### src/rtl/evfmt_pkg.sv
package evfmt_pkg;
  localparam int CNT_W = 7;
  localparam logic [15:0] CRC_POLY = 16'h1021;
  localparam logic [15:0] CRC_SEED = 16'hFFFF;

  typedef enum logic [2:0] {
    S_IDLE, S_MHDR, S_IHDR, S_HITS, S_TRL
  } fmt_state_e;

  function automatic logic [15:0] crc_step32(input logic [15:0] c_in,
                                             input logic [31:0] w);
    logic [15:0] c;
    logic        fb;
    c = c_in;
    for (int k = 31; k >= 0; k--) begin
      fb = c[15] ^ w[k];
      c  = {c[14:0], 1'b0};
      if (fb) c = c ^ CRC_POLY;
    end
    return c;
  endfunction
endpackage

### src/rtl/fmt_crc16.sv
module fmt_crc16
  import evfmt_pkg::*;
(
  input  logic        clk,
  input  logic        rst,
  input  logic        init,
  input  logic        upd,
  input  logic [31:0] word,
  output logic [15:0] crc
);
  always_ff @(posedge clk) begin
    if (rst || init) crc <= CRC_SEED;
    else if (upd)    crc <= crc_step32(crc, word);
  end

  AST_CRC_SEED: assert property (@(posedge clk) disable iff (rst)
    init |=> crc == CRC_SEED);
endmodule

### src/rtl/fmt_evtcnt.sv
module fmt_evtcnt
  import evfmt_pkg::*;
#(
  parameter int N_IN = 16
) (
  input  logic             clk,
  input  logic             rst,
  input  logic [N_IN-1:0]  seen,
  output logic [CNT_W-1:0] cnt [N_IN]
);
  for (genvar g = 0; g < N_IN; g++) begin : g_cnt
    always_ff @(posedge clk) begin
      if (rst)          cnt[g] <= '0;
      else if (seen[g]) cnt[g] <= cnt[g] + 1'b1;
    end

    AST_CNT_STEP: assert property (@(posedge clk) disable iff (rst)
      seen[g] |=> cnt[g] == CNT_W'($past(cnt[g]) + 1'b1));
    AST_CNT_HOLD: assert property (@(posedge clk) disable iff (rst)
      !seen[g] |=> $stable(cnt[g]));
  end
endmodule

### src/rtl/fmt_seq.sv
module fmt_seq
  import evfmt_pkg::*;
#(
  parameter int N_IN = 16
) (
  input  logic             clk,
  input  logic             rst,
  input  logic             cfg_ihdr_en,
  input  logic [CNT_W-1:0] cnt [N_IN],
  input  logic [15:0]      crc,
  output logic             crc_init,
  output logic             crc_upd,
  input  logic             evt_valid,
  output logic             evt_ready,
  input  logic [3:0]       evt_trig_type,
  input  logic [2:0]       evt_data_type,
  input  logic [4:0]       evt_clk_phase,
  input  logic [4:0]       evt_module,
  input  logic [7:0]       evt_number,
  input  logic             cm_valid,
  output logic             cm_ready,
  input  logic [8:0]       cm_corr1,
  input  logic [6:0]       cm_corr2,
  input  logic             cm_empty,
  input  logic             hit_valid,
  output logic             hit_ready,
  input  logic [2:0]       hit_tblk,
  input  logic [6:0]       hit_strip,
  input  logic [8:0]       hit_height,
  input  logic             hit_last,
  output logic             out_valid,
  input  logic             out_ready,
  output logic [31:0]      out_data,
  output logic             out_hdr,
  output logic             out_trl,
  output logic             out_den,
  output logic             out_half
);
  localparam int IW = (N_IN > 1) ? $clog2(N_IN) : 1;
  localparam logic [IW-1:0] LAST_IDX = IW'(N_IN - 1);
  localparam logic [IW-1:0] HALF_IDX = IW'(N_IN / 2);

  fmt_state_e       state;
  logic [IW-1:0]    cur;
  logic             en_q;
  logic [3:0]       tt_q;
  logic [2:0]       dt_q;
  logic [4:0]       ph_q;
  logic [4:0]       md_q;
  logic [7:0]       ev_q;
  logic [N_IN-1:0]  err;
  logic [15:0]      err_field;
  logic [CNT_W-1:0] cur_cnt;
  logic [3:0]       inum;
  logic             fire;

  assign cur_cnt = cnt[cur];
  assign inum    = 4'(cur);

  always_comb begin
    err_field = '0;
    err_field[N_IN-1:0] = err;
  end

  always_comb begin
    out_valid = 1'b0;
    out_data  = '0;
    out_hdr   = 1'b0;
    out_trl   = 1'b0;
    out_den   = 1'b0;
    out_half  = 1'b0;
    evt_ready = 1'b0;
    cm_ready  = 1'b0;
    hit_ready = 1'b0;
    case (state)
      S_IDLE: evt_ready = 1'b1;
      S_MHDR: begin
        out_valid = 1'b1;
        out_hdr   = 1'b1;
        out_data  = {1'b0, tt_q, 1'b0, dt_q, 2'b00, ph_q, 2'b00, md_q, 1'b0, ev_q};
      end
      S_IHDR: begin
        if (en_q) begin
          out_valid = cm_valid;
          out_den   = 1'b1;
          out_half  = cur >= HALF_IDX;
          out_data  = {1'b1, 1'b0, cur_cnt, 3'b000, inum, cm_corr2, cm_corr1};
          cm_ready  = out_ready;
        end else begin
          cm_ready  = 1'b1;
        end
      end
      S_HITS: begin
        out_valid = hit_valid;
        out_den   = 1'b1;
        out_half  = cur >= HALF_IDX;
        out_data  = {9'd0, hit_tblk, inum, hit_strip, hit_height};
        hit_ready = out_ready;
      end
      S_TRL: begin
        out_valid = 1'b1;
        out_trl   = 1'b1;
        out_data  = {crc, err_field};
      end
      default: ;
    endcase
  end

  assign fire     = out_valid && out_ready;
  assign crc_init = evt_valid && evt_ready;
  assign crc_upd  = fire && (state != S_TRL);

  always_ff @(posedge clk) begin
    if (rst) begin
      state <= S_IDLE;
      cur   <= '0;
      en_q  <= 1'b0;
      err   <= '0;
      tt_q  <= '0;
      dt_q  <= '0;
      ph_q  <= '0;
      md_q  <= '0;
      ev_q  <= '0;
    end else begin
      case (state)
        S_IDLE: if (evt_valid) begin
          tt_q  <= evt_trig_type;
          dt_q  <= evt_data_type;
          ph_q  <= evt_clk_phase;
          md_q  <= evt_module;
          ev_q  <= evt_number;
          en_q  <= cfg_ihdr_en;
          err   <= '0;
          cur   <= '0;
          state <= S_MHDR;
        end
        S_MHDR: if (out_ready) state <= S_IHDR;
        S_IHDR: if (cm_valid && cm_ready) begin
          err[cur] <= cur_cnt != ev_q[CNT_W-1:0];
          if (!cm_empty)            state <= S_HITS;
          else if (cur == LAST_IDX) state <= S_TRL;
          else                      cur   <= cur + 1'b1;
        end
        S_HITS: if (hit_valid && hit_ready && hit_last) begin
          if (cur == LAST_IDX) state <= S_TRL;
          else begin
            cur   <= cur + 1'b1;
            state <= S_IHDR;
          end
        end
        S_TRL: if (out_ready) state <= S_IDLE;
        default: state <= S_IDLE;
      endcase
    end
  end

  AST_HOLD_WORD: assert property (@(posedge clk) disable iff (rst)
    out_valid && !out_ready |=> out_valid && $stable(out_data));
  AST_INPUT_ORDER: assert property (@(posedge clk) disable iff (rst)
    !$stable(cur) |-> (cur == IW'($past(cur) + 1'b1)) || (cur == '0));
  AST_ONE_FLAG: assert property (@(posedge clk) disable iff (rst)
    out_valid |-> $onehot0({out_hdr, out_trl, out_den}));
  AST_TRL_CLOSES: assert property (@(posedge clk) disable iff (rst)
    out_valid && out_ready && out_trl |=> evt_ready);
endmodule

### src/rtl/evt_block_fmt.sv
module evt_block_fmt
  import evfmt_pkg::*;
#(
  parameter int N_IN = 16
) (
  input  logic            clk,
  input  logic            rst,
  input  logic            cfg_ihdr_en,
  input  logic [N_IN-1:0] chip_hdr_seen,
  input  logic            evt_valid,
  output logic            evt_ready,
  input  logic [3:0]      evt_trig_type,
  input  logic [2:0]      evt_data_type,
  input  logic [4:0]      evt_clk_phase,
  input  logic [4:0]      evt_module,
  input  logic [7:0]      evt_number,
  input  logic            cm_valid,
  output logic            cm_ready,
  input  logic [8:0]      cm_corr1,
  input  logic [6:0]      cm_corr2,
  input  logic            cm_empty,
  input  logic            hit_valid,
  output logic            hit_ready,
  input  logic [2:0]      hit_tblk,
  input  logic [6:0]      hit_strip,
  input  logic [8:0]      hit_height,
  input  logic            hit_last,
  output logic            out_valid,
  input  logic            out_ready,
  output logic [31:0]     out_data,
  output logic            out_hdr,
  output logic            out_trl,
  output logic            out_den,
  output logic            out_half
);
  logic [CNT_W-1:0] cnt [N_IN];
  logic [15:0]      crc;
  logic             crc_init;
  logic             crc_upd;

  fmt_evtcnt #(.N_IN(N_IN)) u_cnt (
    .clk(clk), .rst(rst), .seen(chip_hdr_seen), .cnt(cnt)
  );

  fmt_crc16 u_crc (
    .clk(clk), .rst(rst), .init(crc_init), .upd(crc_upd),
    .word(out_data), .crc(crc)
  );

  fmt_seq #(.N_IN(N_IN)) u_seq (
    .clk(clk), .rst(rst), .cfg_ihdr_en(cfg_ihdr_en), .cnt(cnt),
    .crc(crc), .crc_init(crc_init), .crc_upd(crc_upd),
    .evt_valid(evt_valid), .evt_ready(evt_ready),
    .evt_trig_type(evt_trig_type), .evt_data_type(evt_data_type),
    .evt_clk_phase(evt_clk_phase), .evt_module(evt_module),
    .evt_number(evt_number),
    .cm_valid(cm_valid), .cm_ready(cm_ready), .cm_corr1(cm_corr1),
    .cm_corr2(cm_corr2), .cm_empty(cm_empty),
    .hit_valid(hit_valid), .hit_ready(hit_ready), .hit_tblk(hit_tblk),
    .hit_strip(hit_strip), .hit_height(hit_height), .hit_last(hit_last),
    .out_valid(out_valid), .out_ready(out_ready), .out_data(out_data),
    .out_hdr(out_hdr), .out_trl(out_trl), .out_den(out_den),
    .out_half(out_half)
  );

  AST_RESET_IDLE: assert property (@(posedge clk)
    $past(rst) |-> !out_valid && evt_ready);
endmodule

### config.mk
export PLATFORM = sky130hd
export DESIGN_NAME = evt_block_fmt
export DESIGN_NICKNAME = d
export VERILOG_FILES = /design/src/rtl/evfmt_pkg.sv /design/src/rtl/fmt_crc16.sv /design/src/rtl/fmt_evtcnt.sv /design/src/rtl/fmt_seq.sv /design/src/rtl/evt_block_fmt.sv
export SDC_FILE = /design/constraint.sdc
export NUM_CORES = 1
export LEC_CHECK = 0
export ABC_AREA = 1
export BUFFER_PORTS_ARGS = -buffer_cell sky130_fd_sc_hd__buf_4
export CAP_MARGIN = 30
export CORE_MARGIN = 5
export CORE_UTILIZATION = 64
export DETAILED_ROUTE_END_ITERATION = 6
export PLACE_DENSITY = 0.87
export SYNTH_ARGS = -nofsm -noshare
export SYNTH_HDL_FRONTEND = slang
export SYNTH_SLANG_ARGS = --single-unit
export TNS_END_PERCENT = 100
### constraint.sdc
create_clock -name clk -period 4.16 [get_ports clk]
set_input_delay 0.832 -clock clk [delete_from_list [all_inputs] [get_ports clk]]
set_output_delay 0.832 -clock clk [all_outputs]
set_load 0.03 [all_outputs]
==> metrics.txt, run 1 <==
unrepaired setup endpoints after global routing=false; Post-synth EDFFs=0; maxcap violations=0; Non-Filler Instances=2088; final weighted congestion in routability-driven placement=1.02; # hold bufs at CTS=0; chip width=142 µm; I/O pin count=125; drt initial violations=1262; met3 wire len=3360 µm; worst reg2reg path endpoint=u_crc.crc[6]; Avg Synthesized Cell Area=6.37 µm²; worst rel slew slack=38.3%; CTS clk-pin slew, worst paths=0.07 ns; routed len/inst=16.2 µm; Area growth syn-to-layout=14.7%; starting density of the core=64.9%; Routed met2 length=15200 µm; Min Hold Slack=0.469 ns; Worst Skew=0.00915 ns; Root Driver=clkbuf_16; clock sink total=177; gr ovfl total=0; total track usage=33.1%; Worst EP required=4.49 ns; HP Start=u_seq.tt_q[1]; Final Hold Vio Count=0; Netlist Area Pre-Place=11200 µm²; Die H=142 µm; Mapped Cells=1751; sequential element share of the synthesized area=31.8%; reg2reg start=u_seq.cur[1]; CP max FO=32; area of placed instances=12200 µm²; Final Cell Area=12800 µm²; commonest non-fill, non-tap cells in the layout=497 x nand2_1, 205 x inv_1, 176 x dfxtp_1; CTS tree=done; global-route wire length before repair=54000 µm; CP arrival=3.89 ns; drt pass-1 iters=6; Worst setup SP type=flip-flop; CTS H-tree depth=4; setup TNS=0 ns; Reg2Reg Setup Slack=0.60 ns; Async SR Flop Fraction=0%; number of distinct library cells after synthesis=48; Rows=48; Vias per Instance=5.70; status=completed; pin count of the biggest net entering global routing=90; total number of vias=11900; standard cell core area=17200 µm²; post-cts resize count=0; Top FF cell, synth=dfxtp_1; DRC=0; initial antenna violation count=0; NumNets Final=1955; Antenna Nets Post-Route=0; DP HPWL=25000 µm; final setup violation count=0; Worst Hold Class=reg -> reg; # Post-CTS Setup Buffers=0; Max Root-Sink Buffers=2; Crit Path Category=reg -> reg; end point of the worst hold path=u_seq.tt_q[1]; final period utilization=85.5%; Yosys reg bits=177; number of global-route vias before repair=11000; f_max=281 MHz; M1 WL=13700 µm; Cells after DPL=2055; Worst Reg2Reg Path Length in Cells=24; I/O Buffers=124; commonest non-fill, non-tap cell in the layout=nand2_1; antenna cell count=0; share of cells above drive strength 1=14.9%; die area=20200 µm²; Detailed Route WL=33800 µm; Slew @ Worst Pin=0.922 ns; Max Used Layer=met4; cts bufs inserted=17; Yosys warning count=0; Pins Over Slew Limit=0; clk_lat worst skew=0.44 ns; CP endpoint kind=flip-flop; Mapped Nets=1856; Hold Crit Depth=2; fin crit period=3.56 ns
final cells by class:
cell class	count	area, µm²
Multi-Input combinational cell	1288	6450
Sequential cell	177	3540
Clock inverter	15	169
Fill cell	1423	4380
Tap cell	225	282
Timing Repair Buffer	140	1080
Inverter	226	850
Clock buffer	17	425
worst max-delay path: stages, from the launching register on:
cell and delay (ns):
dfxtp_1 0.36, buf_4 0.36, o21ai_0 0.17, o21ai_0 0.37, nand2_1 0.09, nand2_1 0.12
o21ai_1 0.11, nand2_1 0.13, nand2_1 0.05, nand2_1 0.10, inv_1 0.06, nand2_1 0.07
nand2_1 0.12, nand2_1 0.09, nand2_1 0.15, inv_1 0.13, nand3_2 0.09, nand2_2 0.14
nand2_2 0.10, nand3_1 0.13, nand2_2 0.11, nand2_1 0.12, nand3_1 0.08, nand3_1 0.11
nand2_1 0.06
cell usage after synthesis, types with 4 or more instances:
cell type,instances,area [µm²]
buf_6,8,90.1
ha_1,20,250
o22ai_1,7,43.8
nor2_1,149,559
a211oi_1,6,45.0
a21oi_1,116,581
o211ai_1,22,165
inv_1,205,769
nand3_1,145,726
xor2_1,22,193
o21ai_0,57,285
dfxtp_1,177,3540
nand2_1,497,1870
clkbuf_1,30,113
nand2_4,9,101
a31oi_1,14,87.6
buf_2,20,100
o211ai_2,4,50.1
xnor2_1,7,61.3
nand4_1,13,81.3
inv_2,18,67.6
nand3_2,9,90.1
nor3_1,83,415
o21ai_1,15,75.1
nand2_2,41,257
nand3b_1,8,60.1
nor2_2,4,25.0
nor3b_1,9,67.6
xor2_2,5,81.3
logic make-up (layout without fill, tap and decap cells):
| group | count (synthesis) | in the layout | share of synthesized area [%] |
|---|---|---|---|
| adder cells (fa/ha/maj) | 20 | 20 | 2.24 |
| AND/OR/NAND/NOR | 974 | 974 | 38.8 |
| XOR/XNOR | 35 | 35 | 3.15 |
| AO/OA/AOI/OAI | 259 | 259 | 13.6 |
| buffers and inverters | 286 | 398 | 10.4 |
| flip-flops | 177 | 177 | 31.8 |
routing by layer:
layer | up-vias | GRT usage [%]
met2 | 564 | 54.3
met1 | 5362 | 42.0
met3 | 102 | 6.35
met4 | 0 | 15.8
li1 | 5875 | -
met5 | - | 0
state kept, by name, indices dropped and copies added (netlist names):
signal and count:
u_seq.cur 4, u_seq.err 16, u_seq.state 3, u_seq.tt_q 4, u_seq.en_q 1, u_seq.md_q 5
u_seq.dt_q 3, u_seq.ph_q 5, u_seq.ev_q 8, u_cnt.cnt 112, u_crc.crc 16
worst max-delay path by stage:
stage / from / to / slack [ns] / cells past startpoint
2_1_floorplan: u_seq.cur[0] / u_crc.crc[13] / 1.28 / 24
3_3_place_gp: u_seq.cur[0] / u_crc.crc[6] / 0.76 / 24
3_5_place_dp: u_seq.cur[0] / u_crc.crc[6] / 0.73 / 24
4_1_cts: u_seq.cur[0] / u_crc.crc[6] / 0.70 / 26
5_1_grt: u_seq.cur[0] / u_crc.crc[6] / 0.35 / 24
6_report: u_seq.cur[1] / u_crc.crc[6] / 0.60 / 24
stage by stage:
stage               utilization (%)  setup WS, ns
floorplan                         -          1.28
global route                   74.5         0.346
finish                         74.5         0.602
CTS                            74.4         0.700
global placement               70.9         0.764
detailed placement             70.9         0.729
Power of run 1 is left out: the tool's default activity adds up to more than one toggle a clock period on the data nets, which glitch-free logic cannot reach.
==> inputs of run 2 (changes only) <==
- CORE_UTILIZATION: 64 -> 60
- PLACE_DENSITY: 0.87 -> 0.82
==> metrics.txt, run 2 (synthesis gave the netlist of run 1 again) <==
total number of vias=11900 (about the same); CTS clk-pin slew, worst paths=0.07 ns (about the same); CP endpoint kind=flip-flop (unchanged); share of cells above drive strength 1=15.2% (was 14.9%); Final Cell Area=12900 µm² (was 12800 µm²); drt pass-1 iters=5 (was 6); routed len/inst=16.4 µm (was 16.2 µm); antenna cell count=0 (unchanged); drt initial violations=1058 (was 1262); Pins Over Slew Limit=0 (unchanged); area of placed instances=12200 µm² (about the same); unrepaired setup endpoints after global routing=false (unchanged); NumNets Final=1960 (was 1955); storage element area=3540 µm² (unchanged); commonest non-fill, non-tap cells in the layout=497 x nand2_1, 205 x inv_1, 176 x dfxtp_1 (unchanged); Vias per Instance=5.66 (was 5.70); Worst setup SP type=flip-flop (unchanged); max reg flops=112 (unchanged); Largest regs=u_cnt.cnt (112), u_crc.crc (16), u_seq.err (16) (unchanged); maxcap violations=0 (unchanged); Post-Place Setup Slack=0.734 ns (was 0.729 ns); Final Hold Vio Count=0 (unchanged); CTS H-tree depth=4 (unchanged); # hold bufs at CTS=0 (unchanged); status=completed (unchanged); fin crit period=3.53 ns (was 3.56 ns); die area=21400 µm² (was 20200 µm²); fill cell total of the finished layout=1581 (was 1423); Worst Hold Class=reg -> reg (unchanged); cts bufs inserted=17 (unchanged); Die H=146 µm (was 142 µm); total track usage=31.5% (was 33.1%); global-route wire length before repair=55400 µm (was 54000 µm); standard cell core area=18100 µm² (was 17200 µm²); Rows=49 (was 48); cell mode on critical path=nand2_1 (unchanged); Crit Path Category=reg -> reg (unchanged); fin util=71.0% (was 74.5%); clock sink total=177 (unchanged); clk_lat worst skew=0.44 ns (about the same); DP HPWL=26100 µm (was 25000 µm); Area growth syn-to-layout=15.5% (was 14.7%); starting density of the core=61.5% (was 64.9%); final weighted congestion in routability-driven placement=1.01 (was 1.02); Max Root-Sink Buffers=2 (unchanged); final setup violation count=0 (unchanged); setup TNS=0 ns (unchanged); CP max FO=26 (was 32); Hold Crit Depth=2 (unchanged); Worst Setup Slack, final=0.631 ns (was 0.602 ns); post-cts resize count=0 (unchanged); number of global-route vias before repair=10900 (was 11000); Worst Skew=0.0127 ns (was 0.00915 ns); initial antenna violation count=0 (unchanged); Detailed Route WL=34400 µm (was 33800 µm); I/O Buffers=124 (unchanged); final period utilization=84.8% (was 85.5%); chip width=146 µm (was 142 µm); Slew @ Worst Pin=0.987 ns (was 0.922 ns); # Post-CTS Setup Buffers=0 (unchanged); footprint of the multi-input gates=6450 µm² (about the same); I/O pin count=125 (unchanged); CP arrival=3.85 ns (was 3.89 ns); worst rel slew slack=33.9% (was 38.3%); gr ovfl total=0 (unchanged); CTS tree=done (unchanged); Root Driver=clkbuf_16 (unchanged); CP max stage delay=0.38 ns (was 0.37 ns); f_max=283 MHz (was 281 MHz); pin count of the biggest net entering global routing=90 (unchanged); Worst path slowest cell=inv_2 (was o21ai_0); Antenna Nets Post-Route=0 (unchanged); commonest non-fill, non-tap cell in the layout=nand2_1 (unchanged); Worst EP required=4.48 ns (was 4.49 ns); most flop-heavy register=u_cnt.cnt (unchanged); Worst Reg2Reg Path Length in Cells=29 (was 24); DRC=0 (unchanged)
==> run 2: cell count changes in the layout (fill, tap and decap cells not counted) <==
cell,delta
bufinv_16,+3
clkinv_2,+1
clkinvlp_4,+1
buf_4,+5
nor3_2,+1
nor3_1,-1
clkinv_8,-2
clkbuf_2,+1
inv_6,-3
buf_2,-1
inv_8,-1
==> run 2: worst max-delay path: cells and delay by family (launching register included) <==
kind	cells	cell delay, ns
buf+inv	3	0.72
flops	1	0.34
compound gates	1	0.19
simple gates	25	2.18
==> run 2: per-stage QoR <==
stage,cells,hold WS (ns)
detailed placement,2063,0.446
CTS,2094,0.458
global route,2096,0.478
global placement,2063,0.443
finish,2096,0.454
floorplan,1751,0.430
==> run 2: routing by layer <==
metal | global-route usage [%] | up-vias | share of wire (%)
met5 | 0 | - | 0
met4 | 13.1 | 0 | 3.9
met3 | 5.83 | 89 | 8.8
met2 | 51.3 | 536 | 45
met1 | 41.3 | 5369 | 42
li1 | - | 5878 | -
==> run 2: cell type report <==
type | count | share of cell area (%)
well taps | 229 | 2.22
clock inverters | 14 | 1.56
clock buffers | 17 | 3.30
repair buffers | 145 | 8.68
multi-input cells | 1288 | 50.1
inverters | 226 | 6.60
flip-flops and latches | 177 | 27.5
==> run 2: path summary, 6_finish.rpt <==
path                                    start             to  slack [ns]
worst max-delay path             u_seq.cur[0]   u_crc.crc[5]        0.63
worst min-delay path            u_seq.tt_q[1]  u_seq.tt_q[1]        0.45
worst max register to register   u_seq.cur[0]   u_crc.crc[5]        0.63
worst min register to register  u_seq.tt_q[1]  u_seq.tt_q[1]        0.45
Power of run 2 is left out for the same reason.
